$ cat src/rtl/ivr_pkg.sv
package ivr_pkg;
  localparam int VEC_WORDS = 4;
  localparam int VEC_BYTES = 16;

  typedef enum logic [2:0] {
    RA_CTRL = 3'd0,
    RA_BASE = 3'd1,
    RA_RPTR = 3'd2,
    RA_WPTR = 3'd3,
    RA_WBLO = 3'd4,
    RA_WBHI = 3'd5
  } reg_addr_e;

  typedef struct packed {
    logic [15:0] pasid;
    logic [7:0]  vm;
    logic [7:0]  ring;
    logic [27:0] data;
    logic [7:0]  src;
  } irq_evt_t;

  typedef enum logic [1:0] {SQ_IDLE, SQ_DATA, SQ_WB} seq_e;

  function automatic logic [31:0] vec_word(irq_evt_t e, logic [1:0] idx);
    case (idx)
      2'd0:    vec_word = {24'b0, e.src};
      2'd1:    vec_word = {4'b0, e.data};
      2'd2:    vec_word = {e.pasid, e.vm, e.ring};
      default: vec_word = 32'b0;
    endcase
  endfunction
endpackage

$ cat src/rtl/ivr_regs.sv
module ivr_regs
  import ivr_pkg::*;
#(
  parameter int PTR_W = 18,
  parameter int SZ_W  = 5
) (
  input  logic             clk_i,
  input  logic             rst_ni,
  input  logic             we_i,
  input  logic [2:0]       addr_i,
  input  logic [31:0]      wdata_i,
  output logic [31:0]      rdata_o,
  input  logic [PTR_W-1:0] wptr_i,
  input  logic             ovf_i,
  output logic             ring_en_o,
  output logic             irq_en_o,
  output logic             wb_en_o,
  output logic             ovf_clr_o,
  output logic [PTR_W-1:0] mask_o,
  output logic [31:0]      base_o,
  output logic [39:0]      wb_addr_o,
  output logic [PTR_W-1:0] rptr_o,
  output logic             wptr_load_o,
  output logic [PTR_W-1:0] wptr_val_o
);
  localparam int MIN_LOG = 2;  // one vector = four words
  localparam int MAX_LOG = PTR_W - 2;

  logic [SZ_W-1:0] size_q, eff_log;
  logic [31:0]     wb_lo_q;
  logic [7:0]      wb_hi_q;

  always_ff @(posedge clk_i or negedge rst_ni) begin
    if (!rst_ni) begin
      ring_en_o <= 1'b0;
      irq_en_o  <= 1'b0;
      wb_en_o   <= 1'b0;
      ovf_clr_o <= 1'b0;
      size_q    <= '0;
      base_o    <= '0;
      rptr_o    <= '0;
      wb_lo_q   <= '0;
      wb_hi_q   <= '0;
    end else if (we_i) begin
      case (addr_i)
        RA_CTRL: begin
          ring_en_o <= wdata_i[0];
          irq_en_o  <= wdata_i[1];
          wb_en_o   <= wdata_i[2];
          ovf_clr_o <= wdata_i[3];
          size_q    <= wdata_i[4 +: SZ_W];
        end
        RA_BASE: base_o  <= wdata_i;
        RA_RPTR: rptr_o  <= wdata_i[PTR_W-1:0];
        RA_WBLO: wb_lo_q <= wdata_i;
        RA_WBHI: wb_hi_q <= wdata_i[7:0];
        default: ;
      endcase
    end
  end

  assign wptr_load_o = we_i && (addr_i == RA_WPTR);
  assign wptr_val_o  = wdata_i[PTR_W-1:0];
  assign wb_addr_o   = {wb_hi_q, wb_lo_q};

  always_comb begin
    if (size_q < SZ_W'(MIN_LOG))      eff_log = SZ_W'(MIN_LOG);
    else if (size_q > SZ_W'(MAX_LOG)) eff_log = SZ_W'(MAX_LOG);
    else                              eff_log = size_q;
    mask_o = (PTR_W'(4) << eff_log) - PTR_W'(1);
  end

  always_comb begin
    case (addr_i)
      RA_CTRL: rdata_o = 32'({size_q, ovf_clr_o, wb_en_o, irq_en_o, ring_en_o});
      RA_BASE: rdata_o = base_o;
      RA_RPTR: rdata_o = 32'(rptr_o);
      RA_WPTR: rdata_o = {ovf_i, {(31-PTR_W){1'b0}}, wptr_i};
      RA_WBLO: rdata_o = wb_lo_q;
      RA_WBHI: rdata_o = {24'b0, wb_hi_q};
      default: rdata_o = 32'b0;
    endcase
  end
endmodule

$ cat src/rtl/ivr_wptr.sv
module ivr_wptr
  import ivr_pkg::*;
#(
  parameter int PTR_W = 18
) (
  input  logic             clk_i,
  input  logic             rst_ni,
  input  logic             advance_i,
  input  logic             load_i,
  input  logic [PTR_W-1:0] load_val_i,
  input  logic [PTR_W-1:0] rptr_i,
  input  logic [PTR_W-1:0] mask_i,
  input  logic             ovf_clr_i,
  output logic [PTR_W-1:0] wptr_o,
  output logic             ovf_o
);
  logic [PTR_W-1:0] nxt;
  assign nxt = (wptr_o + PTR_W'(VEC_BYTES)) & mask_i;

  always_ff @(posedge clk_i or negedge rst_ni) begin
    if (!rst_ni) begin
      wptr_o <= '0;
      ovf_o  <= 1'b0;
    end else begin
      if (load_i)         wptr_o <= load_val_i;
      else if (advance_i) wptr_o <= nxt;
      // clear wins over set so a held clear bit masks new overflows
      if (ovf_clr_i)                         ovf_o <= 1'b0;
      else if (advance_i && !load_i && nxt == rptr_i) ovf_o <= 1'b1;
    end
  end
endmodule

$ cat src/rtl/ivr_seq.sv
module ivr_seq
  import ivr_pkg::*;
#(
  parameter int PTR_W = 18
) (
  input  logic             clk_i,
  input  logic             rst_ni,
  input  logic             evt_valid_i,
  input  irq_evt_t         evt_i,
  output logic             evt_ready_o,
  input  logic             ring_en_i,
  input  logic             wb_en_i,
  input  logic [31:0]      base_i,
  input  logic [39:0]      wb_addr_i,
  input  logic [PTR_W-1:0] wptr_i,
  input  logic             ovf_i,
  output logic             advance_o,
  output logic             mem_valid_o,
  input  logic             mem_ready_i,
  output logic [39:0]      mem_addr_o,
  output logic [31:0]      mem_data_o
);
  seq_e        st_q;
  logic [1:0]  word_q;
  irq_evt_t    vec_q;
  logic [31:0] words [VEC_WORDS];

  for (genvar g = 0; g < VEC_WORDS; g++) begin : g_word
    assign words[g] = vec_word(vec_q, 2'(g));
  end

  assign evt_ready_o = (st_q == SQ_IDLE) && ring_en_i;
  assign mem_valid_o = (st_q != SQ_IDLE);
  assign advance_o   = (st_q == SQ_DATA) && (word_q == 2'(VEC_WORDS-1)) && mem_ready_i;

  always_comb begin
    if (st_q == SQ_WB) begin
      mem_addr_o = wb_addr_i;
      mem_data_o = {ovf_i, {(31-PTR_W){1'b0}}, wptr_i};
    end else begin
      mem_addr_o = {base_i, 8'h00} + 40'(wptr_i) + 40'({word_q, 2'b00});
      mem_data_o = words[word_q];
    end
  end

  always_ff @(posedge clk_i or negedge rst_ni) begin
    if (!rst_ni) begin
      st_q   <= SQ_IDLE;
      word_q <= '0;
      vec_q  <= '0;
    end else begin
      case (st_q)
        SQ_IDLE: if (evt_valid_i && evt_ready_o) begin
          vec_q  <= evt_i;
          word_q <= '0;
          st_q   <= SQ_DATA;
        end
        SQ_DATA: if (mem_ready_i) begin
          if (word_q == 2'(VEC_WORDS-1)) st_q <= wb_en_i ? SQ_WB : SQ_IDLE;
          else                           word_q <= word_q + 2'd1;
        end
        SQ_WB: if (mem_ready_i) st_q <= SQ_IDLE;
        default: st_q <= SQ_IDLE;
      endcase
    end
  end
endmodule

$ cat src/rtl/ivr_writer.sv
module ivr_writer
  import ivr_pkg::*;
#(
  parameter int PTR_W = 18,
  parameter int SZ_W  = 5
) (
  input  logic        clk_i,
  input  logic        rst_ni,
  input  logic        evt_valid_i,
  output logic        evt_ready_o,
  input  logic [7:0]  evt_src_i,
  input  logic [27:0] evt_data_i,
  input  logic [7:0]  evt_ring_i,
  input  logic [7:0]  evt_vm_i,
  input  logic [15:0] evt_pasid_i,
  input  logic        reg_we_i,
  input  logic [2:0]  reg_addr_i,
  input  logic [31:0] reg_wdata_i,
  output logic [31:0] reg_rdata_o,
  output logic        mem_valid_o,
  input  logic        mem_ready_i,
  output logic [39:0] mem_addr_o,
  output logic [31:0] mem_data_o,
  output logic        irq_o
);
  logic             ring_en, irq_en, wb_en, ovf_clr, ovf, advance, wptr_load;
  logic [PTR_W-1:0] mask, rptr, wptr, wptr_val;
  logic [31:0]      base;
  logic [39:0]      wb_addr;
  irq_evt_t         evt;

  assign evt = '{pasid: evt_pasid_i, vm: evt_vm_i, ring: evt_ring_i,
                 data: evt_data_i, src: evt_src_i};

  ivr_regs #(.PTR_W(PTR_W), .SZ_W(SZ_W)) u_regs (
    .clk_i, .rst_ni, .we_i(reg_we_i), .addr_i(reg_addr_i), .wdata_i(reg_wdata_i),
    .rdata_o(reg_rdata_o), .wptr_i(wptr), .ovf_i(ovf), .ring_en_o(ring_en),
    .irq_en_o(irq_en), .wb_en_o(wb_en), .ovf_clr_o(ovf_clr), .mask_o(mask),
    .base_o(base), .wb_addr_o(wb_addr), .rptr_o(rptr), .wptr_load_o(wptr_load),
    .wptr_val_o(wptr_val)
  );

  ivr_wptr #(.PTR_W(PTR_W)) u_wptr (
    .clk_i, .rst_ni, .advance_i(advance), .load_i(wptr_load), .load_val_i(wptr_val),
    .rptr_i(rptr), .mask_i(mask), .ovf_clr_i(ovf_clr), .wptr_o(wptr), .ovf_o(ovf)
  );

  ivr_seq #(.PTR_W(PTR_W)) u_seq (
    .clk_i, .rst_ni, .evt_valid_i, .evt_i(evt), .evt_ready_o, .ring_en_i(ring_en),
    .wb_en_i(wb_en), .base_i(base), .wb_addr_i(wb_addr), .wptr_i(wptr), .ovf_i(ovf),
    .advance_o(advance), .mem_valid_o, .mem_ready_i, .mem_addr_o, .mem_data_o
  );

  assign irq_o = ring_en && irq_en && (rptr != wptr);
endmodule

$ cat config.mk
export PLATFORM = sky130hd
export DESIGN_NAME = ivr_writer
export DESIGN_NICKNAME = d
export VERILOG_FILES = /design/src/rtl/ivr_pkg.sv /design/src/rtl/ivr_regs.sv /design/src/rtl/ivr_wptr.sv /design/src/rtl/ivr_seq.sv /design/src/rtl/ivr_writer.sv
export SDC_FILE = /design/constraint.sdc
export NUM_CORES = 1
export LEC_CHECK = 0
export ABC_CLOCK_PERIOD_IN_PS = 3700
export CORE_MARGIN = 5
export CORE_UTILIZATION = 45
export DETAILED_ROUTE_END_ITERATION = 16
export PLACE_DENSITY = 0.71
export SKIP_CTS_REPAIR_TIMING = 1
export SYNTH_ARGS = -nofsm -noshare
export SYNTH_HDL_FRONTEND = slang
export SYNTH_SLANG_ARGS = --single-unit
$ cat constraint.sdc
create_clock -name clk_i -period 3.7 [get_ports clk_i]
set_clock_uncertainty 0.2 [all_clocks]
set_input_delay 0.37 -clock clk_i [delete_from_list [all_inputs] [get_ports clk_i]]
set_output_delay 0.37 -clock clk_i [all_outputs]
set_load 0.1 [all_outputs]
==> metrics.txt <==
status=finished, final reports clean; Pins Over Slew Limit=0; maximum VDD drop=0.8284 mV; WS Path Type=flip-flop to output port; post-route minimum period=3662 ps; register share of total power=22.7%; TNS Setup=0 ps; antenna viol nets, final=0; via/cell ratio=5.995; Synth top area share=42.09%; Clock Sinks=190; total design power=0.01521 W; distinct cell type count of the synthesized netlist=65; Post-Syn Area per Cell=10.15 um2; Worst EP required=3130 ps; Post-Synthesis Cells=1113; root buffer cell=clkbuf_16; worst r2r src=u_regs.size_q[3]$_DFFE_PN0P_; FF-to-FF setup slack=840 ps; final setup vio count=0; die height=168.4 um; CP Max Fanout=4; DIE WIDTH=168.4 um; Worst Path Arrival=3090 ps; number of CTS-inserted buffers=17; FFs w/ async S/R, synth=100.0%; sw frac=52.95%; PnR worst setup slack=37.74 ps; GRT overflow=0; Routed WL per cell=22.55 um; CTS H-tree lvls=4; crit share post-route=98.98%; Diodes inserted=0; CORE AREA=24960 um2; Synth warnings=0; hold_ws=300.5 ps; Internal Pwr Total=0.007156 W; iteration-0 DRC count of the detailed router=896; Hold Crit Class=input pin to async pin; Gate power share=64.2%; largest net degree at the start of global routing=85; Fmax achieved=273.1 MHz; clk_lat worst skew=450 ps; number of global-route vias before repair=9876; nets@finish=1437; Synth Cell Area=11300 um2; Crit. End Element=output port; Port Buf Inserts=214; Pleak=6.323 nW; sequential area share after synthesis=42.09%; worst slew pin tran=971.4 ps; FF-to-FF path depth=7; Critical Path Max Stage Delay=530 ps; gr usage total=26.02%; Area contributors post-synth=dfrtp_1 (42%), mux2_2 (17%), xnor2_1 (3.6%); dominant cell type by area after synthesis=dfrtp_1; critical path startpoint category=flip-flop; worst-case clock buffer depth=2; CP max-delay cell=or4_4; Row Count=58; reg-to-reg critical path endpoint=u_wptr.ovf_o$_DFFE_PN0P_; CTS clk-pin slew, worst paths=80 ps; Ports=215; post-route cell area=15620 um2; Final GP Congestion=0.9813; P per Cell Area=973.6 nW/um2; first-pass GRT wire length=57.68 mm; power share of the clock group=13.0%; Placed Area=14840 um2; via count=9928; slew margin rel.=35.04%; total net switching power=0.008054 W; Yosys reg bits=190; CP Cell Sequence=ha_4 > nand2_2 > nor4_4 > o2111ai_2 > a21oi_4 > nor2_2 > or4_4 > a31oi_4 > buf_12; die area=28370 um2; post-DP HPWL=27.49 mm; Total Routed Length=37.34 mm; synthesis-to-finish area growth=38.30%; drt pass-1 iters=7; initial antenna violation count=0; Setup WS pre-CTS=299.1 ps; final hold vios=0; Post-synth EDFFs=0; unrepaired setup endpoints after global routing=true; # DRC=0; Starting Density=45.25%; Top FF cell, synth=dfrtp_1; CTS tree=yes; max-cap violation count=0; layout cells sized above 1=32.28%
-- per-layer routing --
layer  global-route usage [%]  wire, um  vias up
li1                         -         -     4453
met1                    35.83     15390     4977
met2                    40.53     17390      450
met3                    7.255      3819       48
met4                    7.198       736        0
met5                        0         0        -
-- cells in the final DEF, fill, tap and decap left out, types with 9 or more instances in the layout --
cell and count:
dfrtp_1 189, nor3_1 15, o21ai_0 35, and3_1 14
clkdlybuf4s50_1 107, xnor2_1 46, nand4_1 11, ha_1 9
nand3_1 16, mux2i_1 24, xor2_1 26, a22oi_1 30
mux2_2 173, o21ai_2 19, nor2_1 89, nand2_1 71
buf_12 87, o22ai_1 14, a21oi_1 58, o21ai_1 10
buf_4 68, a22o_1 16, clkbuf_16 17, a221oi_1 12
inv_1 13
-- cell type report --
cell class	count	area [um2]
Multi-Input combinational cell	825	6402
Sequential cell	190	4756
Clock inverter	15	216.5
Timing Repair Buffer	265	3358
Clock buffer	17	425.4
Fill cell	2088	9340
Inverter	14	52.55
Tap cell	330	412.9
-- registers in the layout, indices dropped and copies added (netlist names) --
signal	count
u_regs.base_o	32
u_regs.irq_en_o	1
u_regs.ovf_clr_o	1
u_regs.ring_en_o	1
u_regs.rptr_o	18
u_regs.size_q	5
u_regs.wb_en_o	1
u_regs.wb_hi_q	8
u_regs.wb_lo_q	32
u_seq.st_q	2
u_seq.vec_q	68
u_seq.word_q	2
u_wptr.ovf_o	1
u_wptr.wptr_o	18
-- synth_stat cells, drive strengths merged, types with 15 or more instances --
library cell / count
o21ai: 64
nand2: 73
xor2: 26
ha: 15
mux2: 173
nor3: 15
dfrtp: 190
buf: 19
mux2i: 24
nor2: 92
a21oi: 64
and3: 15
a22oi: 30
nand3: 18
clkbuf: 66
xnor2: 47
a22o: 16
-- worst max path at each step --
stage	from	endpoint	slack [ps]
2_1_floorplan	u_seq.word_q[1]$_DFFE_PN0P_	mem_addr_o[22]	-400
3_3_place_gp	u_wptr.wptr_o[3]$_DFFE_PN0P_	mem_addr_o[26]	360
3_5_place_dp	u_wptr.wptr_o[3]$_DFFE_PN0P_	mem_addr_o[26]	300
4_1_cts	u_wptr.wptr_o[3]$_DFFE_PN0P_	mem_addr_o[26]	-190
5_1_grt	u_regs.base_o[0]$_DFFE_PN0P_	mem_addr_o[26]	-40
6_report	u_regs.base_o[0]$_DFFE_PN0P_	mem_addr_o[26]	40
-- through the flow --
stage	utilization, %	std cells
floorplan	-	1114
global placement	59.44	1622
detailed placement	59.44	1622
CTS	62.01	1654
global route	62.59	1656
finish	62.59	1656
-- logic make-up after synthesis --
kind of cell	share of synthesized area, %
compound gates	14.83
mux	20.17
xor+xnor	5.660
flops	42.09
fa+ha+maj	1.839
other cells	0.03319
simple gates	11.97
buf+inv	3.411
-- power by group through the flow --
stage / logic, W / registers [W] / clock network, W
after global routing: 0.0102 / 0.00354 / 0.00211
after detailed placement: 0.00965 / 0.00345 / 0
final: 0.00977 / 0.00346 / 0.00198
after CTS: 0.00968 / 0.00342 / 0.00200
after global placement: 0.00958 / 0.00342 / 0
after floorplan: 0.00668 / 0.00319 / 0
-- critical path, delay by kind of cell, from the launching register on --
| kind | cells | cell delay, ps |
|---|---|---|
| adders and majority gates | 1 | 310 |
| DFF | 1 | 440 |
| and+or+nand+nor | 4 | 1090 |
| buffers and inverters | 1 | 190 |
| AOI/OAI and AO/OA | 3 | 610 |
No activity file was read; power rests on OpenSTA's default activity.
